`src/rtl/rtc3w_pkg.sv`:
```
package rtc3w_pkg;

    typedef enum logic [1:0] {
        OP_WR_ONE   = 2'd0,
        OP_RD_ONE   = 2'd1,
        OP_WR_BURST = 2'd2,
        OP_RD_BURST = 2'd3
    } rtc3w_op_e;

    typedef enum logic [3:0] {
        ST_IDLE,
        ST_CMD_LO,
        ST_CMD_HI,
        ST_WR_LO,
        ST_WR_HI,
        ST_RD_LO,
        ST_RD_HI,
        ST_HOLD,
        ST_GAP
    } rtc3w_state_e;

endpackage

```
`src/rtl/rtc3w_tick.sv`:
```
module rtc3w_tick #(
    parameter int HDIV_W = 8
) (
    input  logic              clk,
    input  logic              rst_n,
    input  logic              run,
    input  logic [HDIV_W-1:0] half_div,
    output logic              tick
);
    logic [HDIV_W-1:0] cnt_q;
    logic [HDIV_W-1:0] limit;

    // a zero setting behaves as a one-cycle half period
    assign limit = (half_div == '0) ? '0 : half_div - HDIV_W'(1);
    assign tick  = run && (cnt_q == '0);

    always_ff @(posedge clk or negedge rst_n) begin
        if (!rst_n) begin
            cnt_q <= '0;
        end else if (!run || tick) begin
            cnt_q <= limit;
        end else begin
            cnt_q <= cnt_q - HDIV_W'(1);
        end
    end
endmodule

```
`src/rtl/rtc3w_rxcap.sv`:
```
module rtc3w_rxcap #(
    parameter int DATA_W = 64,
    parameter int IDX_W  = 6
) (
    input  logic              clk,
    input  logic              rst_n,
    input  logic              clear,
    input  logic              cap,
    input  logic [IDX_W-1:0]  idx,
    input  logic              din,
    output logic [DATA_W-1:0] data
);
    logic [DATA_W-1:0] data_q;

    for (genvar g = 0; g < DATA_W; g++) begin : g_bit
        always_ff @(posedge clk or negedge rst_n) begin
            if (!rst_n) begin
                data_q[g] <= 1'b0;
            end else if (clear) begin
                data_q[g] <= 1'b0;
            end else if (cap && (idx == IDX_W'(g))) begin
                data_q[g] <= din;
            end
        end
    end

    assign data = data_q;
endmodule

```
`src/rtl/rtc3w_master.sv`:
```
module rtc3w_master
    import rtc3w_pkg::*;
#(
    parameter int          HDIV_W      = 8,
    parameter int          ADDR_W      = 5,
    parameter int          BYTE_W      = 8,
    parameter int          BURST_BYTES = 8,
    parameter logic [4:0]  BURST_ADDR  = 5'h1F
) (
    input  logic                            clk,
    input  logic                            rst_n,
    input  logic                            req_valid,
    input  logic [1:0]                      req_op,
    input  logic [ADDR_W-1:0]               req_addr,
    input  logic [BYTE_W*BURST_BYTES-1:0]   req_wdata,
    input  logic [HDIV_W-1:0]               half_div,
    output logic                            busy,
    output logic                            done,
    output logic [BYTE_W*BURST_BYTES-1:0]   rdata,
    output logic                            ce,
    output logic                            sclk,
    output logic                            dio_out,
    output logic                            dio_oe,
    input  logic                            dio_in
);
    localparam int DATA_W = BYTE_W * BURST_BYTES;
    localparam int BIT_W  = $clog2(BYTE_W);
    localparam int BYC_W  = (BURST_BYTES > 1) ? $clog2(BURST_BYTES) : 1;
    localparam int IDX_W  = BIT_W + BYC_W;
    localparam int PAD_W  = BYTE_W - ADDR_W - 2;

    rtc3w_state_e            state_q, state_d;
    rtc3w_op_e               op;
    logic [BYTE_W-1:0]       cmd_q;
    logic [DATA_W-1:0]       wdat_q;
    logic                    rd_q;
    logic [BYC_W-1:0]        last_byte_q;
    logic [BIT_W-1:0]        bit_q;
    logic [BYC_W-1:0]        byte_q;
    logic                    gap_q;
    logic                    done_q;
    logic [DATA_W-1:0]       rdata_q;
    logic [DATA_W-1:0]       rx_data;
    logic                    tick, accept, last_bit, last_byte, is_rd, is_burst;
    logic [ADDR_W-1:0]       addr_eff;

    assign op        = rtc3w_op_e'(req_op);
    assign is_rd     = (op == OP_RD_ONE) || (op == OP_RD_BURST);
    assign is_burst  = (op == OP_WR_BURST) || (op == OP_RD_BURST);
    assign addr_eff  = is_burst ? ADDR_W'(BURST_ADDR) : req_addr;
    assign accept    = (state_q == ST_IDLE) && req_valid;
    assign last_bit  = (bit_q == BIT_W'(BYTE_W - 1));
    assign last_byte = (byte_q == last_byte_q);

    rtc3w_tick #(.HDIV_W(HDIV_W)) tick_i (
        .clk      (clk),
        .rst_n    (rst_n),
        .run      (state_q != ST_IDLE),
        .half_div (half_div),
        .tick     (tick)
    );

    rtc3w_rxcap #(.DATA_W(DATA_W), .IDX_W(IDX_W)) rxcap_i (
        .clk   (clk),
        .rst_n (rst_n),
        .clear (accept),
        .cap   ((state_q == ST_RD_LO) && tick),
        .idx   ({byte_q, bit_q}),
        .din   (dio_in),
        .data  (rx_data)
    );

    // next-state decode
    always_comb begin
        state_d = state_q;
        unique case (state_q)
            ST_IDLE:   if (req_valid) state_d = ST_CMD_LO;
            ST_CMD_LO: if (tick) state_d = ST_CMD_HI;
            ST_CMD_HI: if (tick) state_d = !last_bit ? ST_CMD_LO
                                          : (rd_q ? ST_RD_LO : ST_WR_LO);
            ST_WR_LO:  if (tick) state_d = ST_WR_HI;
            ST_WR_HI:  if (tick) state_d = (last_bit && last_byte) ? ST_HOLD : ST_WR_LO;
            ST_RD_LO:  if (tick) state_d = ST_RD_HI;
            ST_RD_HI:  if (tick) state_d = (last_bit && last_byte) ? ST_HOLD : ST_RD_LO;
            ST_HOLD:   if (tick) state_d = ST_GAP;
            ST_GAP:    if (tick && gap_q) state_d = ST_IDLE;
            default:   state_d = ST_IDLE;
        endcase
    end

    // state register and datapath
    always_ff @(posedge clk or negedge rst_n) begin
        if (!rst_n) begin
            state_q     <= ST_IDLE;
            cmd_q       <= '0;
            wdat_q      <= '0;
            rd_q        <= 1'b0;
            last_byte_q <= '0;
            bit_q       <= '0;
            byte_q      <= '0;
            gap_q       <= 1'b0;
            done_q      <= 1'b0;
            rdata_q     <= '0;
        end else begin
            state_q <= state_d;
            done_q  <= 1'b0;
            if (accept) begin
                cmd_q       <= {1'b1, {PAD_W{1'b0}}, addr_eff, is_rd};
                wdat_q      <= req_wdata;
                rd_q        <= is_rd;
                last_byte_q <= is_burst ? BYC_W'(BURST_BYTES - 1) : '0;
                bit_q       <= '0;
                byte_q      <= '0;
                gap_q       <= 1'b0;
            end else if (tick) begin
                case (state_q)
                    ST_CMD_HI: begin
                        cmd_q <= cmd_q >> 1;
                        bit_q <= last_bit ? '0 : bit_q + BIT_W'(1);
                    end
                    ST_WR_HI, ST_RD_HI: begin
                        if (state_q == ST_WR_HI) wdat_q <= wdat_q >> 1;
                        bit_q <= last_bit ? '0 : bit_q + BIT_W'(1);
                        if (last_bit) byte_q <= byte_q + BYC_W'(1);
                    end
                    ST_HOLD: begin
                        done_q  <= 1'b1;
                        rdata_q <= rx_data;
                    end
                    ST_GAP:  gap_q <= 1'b1;
                    default: ;
                endcase
            end
        end
    end

    // outputs decoded from the state
    always_comb begin
        ce      = 1'b0;
        sclk    = 1'b0;
        dio_oe  = 1'b0;
        dio_out = 1'b0;
        unique case (state_q)
            ST_IDLE, ST_GAP: ;
            ST_CMD_LO, ST_CMD_HI: begin
                ce      = 1'b1;
                sclk    = (state_q == ST_CMD_HI);
                dio_oe  = 1'b1;
                dio_out = cmd_q[0];
            end
            ST_WR_LO, ST_WR_HI: begin
                ce      = 1'b1;
                sclk    = (state_q == ST_WR_HI);
                dio_oe  = 1'b1;
                dio_out = wdat_q[0];
            end
            ST_RD_LO, ST_RD_HI: begin
                ce   = 1'b1;
                sclk = (state_q == ST_RD_HI);
            end
            ST_HOLD: ce = 1'b1;
            default: ;
        endcase
    end

    assign busy  = (state_q != ST_IDLE);
    assign done  = done_q;
    assign rdata = rdata_q;
endmodule

```
`config.mk`:
```
export PLATFORM = sky130hd
export DESIGN_NAME = rtc3w_master
export DESIGN_NICKNAME = d
export VERILOG_FILES = /design/src/rtl/rtc3w_pkg.sv /design/src/rtl/rtc3w_tick.sv /design/src/rtl/rtc3w_rxcap.sv /design/src/rtl/rtc3w_master.sv
export SDC_FILE = /design/constraint.sdc
export NUM_CORES = 1
export LEC_CHECK = 0
export ABC_CLOCK_PERIOD_IN_PS = 5610
export BUFFER_PORTS_ARGS = -buffer_cell sky130_fd_sc_hd__buf_2
export CELL_PAD_IN_SITES_DETAIL_PLACEMENT = 0
export CELL_PAD_IN_SITES_GLOBAL_PLACEMENT = 1
export CORE_MARGIN = 5
export CORE_UTILIZATION = 48
export DETAILED_ROUTE_END_ITERATION = 16
export HOLD_SLACK_MARGIN = 0.15
export PLACE_DENSITY = 0.86
export SLEW_MARGIN = 15
export SYNTH_ARGS = -nofsm -noshare
export SYNTH_HDL_FRONTEND = slang
export SYNTH_SLANG_ARGS = --single-unit
```
`constraint.sdc`:
```
create_clock -name clk -period 5.61 [get_ports clk]
set_input_delay 0.8415 -clock clk [delete_from_list [all_inputs] [get_ports clk]]
set_output_delay 0.8415 -clock clk [all_outputs]
set_load 0.01 [all_outputs]
```
* After elaboration in Yosys (flattened, before gate mapping) *
Cells that the tools add are included.

word-level totals
  flip-flop bits (word level) = 224
  input port bits = 83

cells by class
  add/subtract/negate cells = 4
  eq/ne operators = 85
  multiplexer cells = 171
  bitwise gates (word level) = 1
  reductions and logical operators = 163

operators with widths
  cell                                                                number
  64-bit two-way mux                                                  4
  6-bit == test, second input constant                                32
  2-bit nonzero test                                                  71
  1-bit two-way mux                                                   136
  6-bit by 5-bit == test with 1-bit output, second input constant     16
  1-bit logical AND                                                   69
  6-bit by 4-bit == test with 1-bit output, second input constant     8
  8-bit two-way mux                                                   5
  3-bit two-way mux                                                   12
  4-bit two-way mux                                                   9
  4-bit one-hot mux with 9 select lines                               1
  6-bit by 3-bit == test with 1-bit output, second input constant     4
  2-bit inequality test, second input constant                        9
  4-bit by 3-bit == test with 1-bit output, second input constant     4
  8-bit zero test                                                     2
  8-bit by 1-bit subtractor with 8-bit output, second input constant  2
  6-bit by 2-bit == test with 1-bit output, second input constant     2
  3-bit AND reduction                                                 3
  9-bit AND reduction                                                 1
  4-bit by 2-bit == test with 1-bit output, second input constant     2
  2-bit OR reduction                                                  4
  7-bit OR reduction                                                  1
  3-bit by 1-bit adder with 3-bit output, second input constant       2
  6-bit by 1-bit == test with 1-bit output, second input constant     1
  19 further kinds                                                    24

* Longest topological paths before layout *
  depth in word-level cells = 6
  depth in mapped cells = 9
  depth with buffers taken out = 7

* Hierarchy *
From an unflattened synthesis, not the netlist that was laid out.

unflattened totals
  cell total of the unflattened synthesis = 983
  area, all modules = 10,308.6 um^2

modules (own cells, without submodules)
  module        times used  cells an instance  area each (um^2)  sequential area each (um^2)
  rtc3w_master  1           622                6,487.5           3,753.6
  rtc3w_rxcap   1           302                3,241.9           1,601.5
  rtc3w_tick    1           59                 579.3             200.2

* Least setup slack after synthesis *
OpenSTA, ideal clock, no wires.

  kind = reg2out
  from = register state_q[0]
  to = output dio_out
  arrival time = 1,276 ps
  data required time = 4,769 ps
  path slack = 3,493 ps
  cell stages (with the launch flop) = 8
  path buffers = 2
  cell sequence = dfrtp_1 > buf_6 > clkbuf_1 > xor2_1 > nand2_1 > a21oi_1 > a31oi_1 > nor2_1

on the way
  word-level cells in the longest chain between the ends = 3
  elaborated cells between the ends (all ways) = 7
  those cells by class = eq/ne (4); mux (1); reduce/logical (2)

ends and longest elaborated chain
  item                                                              line                 text
  from (decl)                                                       rtc3w_master.sv:32   rtc3w_state_e state_q, state_d;
  from (signal assigned)                                            rtc3w_master.sv:105  state_q <= state_d;
  4-bit by 3-bit == test with 1-bit output (tied with other cells)  rtc3w_master.sv:143  unique case (state_q)
  2-bit OR reduction                                                -
  1-bit one-hot mux with 2 select lines *                           rtc3w_master.sv:143
  to (decl)                                                         rtc3w_master.sv:22   output logic dio_out,

Mark *: on every way between the ends. The rest lies on a longest branch, timed or not.

* Worst setup path in the final report *
Same ends and word-level chain as after synthesis.

==> results.md <==
- Top cells by count, synth: 222 x dfrtp_1, 159 x nand2_1, 87 x nor2_1, 67 x a31oi_1, 65 x o31ai_1
- GP Congestion: 0.7459
- CTS buffer count: 24
- Initial Util: 0.4837
- Fmax: 357.8 MHz
- Die Span Y: 155.1 um
- Sequential area share after synthesis: 0.5498
- Non-Filler Instances: 1335
- Chip Width: 155.1 um
- DR iter-0 viols: 564
- PD cells: 439.6 nW/um2
- Syn Area/Cell: 10.92 um2
- DR pass1 iterations: 5
- Synthesized net count: 1018
- Initial antenna violation count: 0
- Critical path type: reg -> out
- Core box area: 20890 um2
- CTS tree: yes
- Area Overhead vs Synth: 16.27%
- Yosys cell types: 53
- Num ports: 153
- Via density: 5.487
- Routed wire length: 22.71 mm
- FILL cells: 1839
- Cts repair resizes: 0
- First-pass GRT wire length: 37.30 mm
- Synth area leaders: dfrtp_1 55%, mux2_4 7.4%, nand2_1 5.9%, o31ai_1 4.8%, o211ai_1 4.8%
- Synthesized flop and latch total: 222
- Num Clock Sinks: 222
- HP Class: in -> async
- Post-layout min period: 2.795 ns
- Mapped Cells: 925
- Critical path data arrival time: 1.95 ns
- Overall via count from detail_route: 7325
- Core Rows: 53
- Fin util: 0.5624
- CP Max Fanout: 17
- Post-Place Cells: 1292
- DRC Markers: 0
- Total grt overflow: 0
- Ys async rst share: 1.000
- Largest net degree at the start of global routing: 128
- Gr usage total: 0.1859
- # hold bufs at CTS: 0
- Routed len/inst: 17.01 um
- Worst EP required: 4.77 ns
- Fin. Hold Viols: 0
- Vias in the first global route: 7112
- Startpoint types: flip-flop
- Clock slew at reported path FFs: 0.06 ns
- Yosys synthesis warning count: 0
- TNS Setup: 0 ns
- Synth Cell Area: 10100 um2
- Total setup buffers inserted after CTS: 0
- Top cell type's share of synthesized area: 0.5498
- Worst-Skew Late Latency: 0.50 ns
- Die area: 24050 um2
- Final cycle utilization of the critical path: 0.4982
- Critical Path End Type: primary output
- Slew HR: 0.4071
- Clock skew: 0.007896 ns
- Slew Limit Fails: 0
- Leakage: 5.722 nW
- RSZ-0062 raised after global routing: no
- Diodes inserted: 0
- Bufs on Longest Clock Path: 3
- Status: finished clean
- Final setup violation count: 0
- CTS root buf: clkbuf_16
- Peak VDD IR: 0.3210 mV
- H-Tree Depth: 1
- Number of synthesized flops with an enable pin: 0
- Buffers on Ports: 152
- Top-count cell post-synth: dfrtp_1
- Main flop type after synthesis: dfrtp_1
- Max cap viols: 0
- Dpl hpwl: 14.60 mm
- Yosys top cell by area: dfrtp_1
- Layout net count: 1137
- Slew of the pin with the lowest slew margin: 0.8893 ns
- Hold Slack: 0.4087 ns
- Post-DRT Antenna Nets: 0
- Ratio of cells with drive above 1 in the final layout: 0.2698
path summary, 6_finish.rpt:
kind / cells past startpoint / endpoint / slack (ns) / start
worst max-delay path: 6 / dio_out / 2.81 / state_q[0]$_DFFE_PN0P_
worst min-delay path: 1 / rdata[23]$_DFFE_PN0P_ / 0.41 / rst_n
worst max register to register: 7 / rdata[2]$_DFFE_PN0P_ / 2.91 / tick_i.cnt_q[0]$_DFF_PN0_
worst min register to register: 1 / cmd_q[7]$_DFFE_PN0P_ / 0.49 / cmd_q[7]$_DFFE_PN0P_
max in group asynchronous: 2 / rdata[13]$_DFFE_PN0P_ / 3.94 / rst_n
min in group clk: 1 / cmd_q[7]$_DFFE_PN0P_ / 0.49 / cmd_q[7]$_DFFE_PN0P_
placed cells by master (no fill, tap or decap), types with 4 or more instances in the layout:
master	count
a21oi_1	5
a31oi_1	67
and3_1	4
buf_2	151
buf_4	11
clkbuf_1	7
clkbuf_16	25
clkbuf_8	6
dfrtp_1	222
ha_1	10
inv_1	14
mux2_2	22
mux2_4	50
nand2_1	157
nand3_1	7
nor2_1	87
nor3_1	9
nor4_1	5
o211ai_1	64
o21ai_0	5
o22ai_1	6
o31ai_1	65
xnor2_1	7
xor2_1	5
metrics by stage:
| step | total power (W) | setup WS [ns] | cell area (um2) |
|---|---|---|---|
| final | 0.005164 | 2.815 | 11750 |
| after global routing | 0.005528 | 2.700 | 11750 |
| after CTS | 0.005185 | 2.774 | 11720 |
| after detailed placement | 0.003662 | 2.745 | 10960 |
| after global placement | 0.003620 | 2.831 | 10960 |
| after floorplan | 0.003344 | 3.493 | 10100 |
cells by family after synthesis:
group	share of synthesized area
compound gates	0.1581
xor+xnor	0.01040
fa+ha+maj	0.01238
buf+inv	0.04223
flops	0.5498
mux	0.1018
simple gates	0.1252
power breakdown:
group	internal (W)	total, W	switching [W]	leakage (nW)
clock	0.000896	0.00152	0.000621	0.368
sequential	0.00193	0.00214	0.000220	2.85
combinational	0.000556	0.00150	0.000946	2.50
total	0.00338	0.00516	0.00179	5.72
final cells by class:
class                      instances  area, um2  share of cell area
timing repair buffer             164      880.8             0.07498
multi-input combinational        617       4148              0.3531
sequential                       222       5555              0.4729
tap                              275      344.1             0.02929
inverter                          15      56.30            0.004793
clock inverter                     4      28.78            0.002450
clock buffer                      38      734.5             0.06252
layer usage:
layer,global-route usage,vias to the layer above,part of all wire
li1,-,3579,-
met1,0.2753,3560,0.46
met2,0.2941,161,0.48
met3,0.02476,25,0.043
met4,0.04247,0,0.016
met5,0,-,0
flip-flops by register name, indices dropped and copies added, names as in the netlist:
signal        count
done              1
rxcap_i.data     64
cmd_q             8
gap_q             1
byte_q            3
rdata            64
state_q           4
bit_q             3
tick_i.cnt_q      8
wdat_q           64
last_byte_q       1
rd_q              1
worst max-delay path, cell delays in order (launching register included):
cell	delay [ns]
dfrtp_1	0.72
xor2_1	0.20
nand2_1	0.07
a21oi_1	0.13
a31oi_1	0.06
nor2_1	0.13
buf_2	0.15
Note: power is estimated with default switching activity, not from simulation.
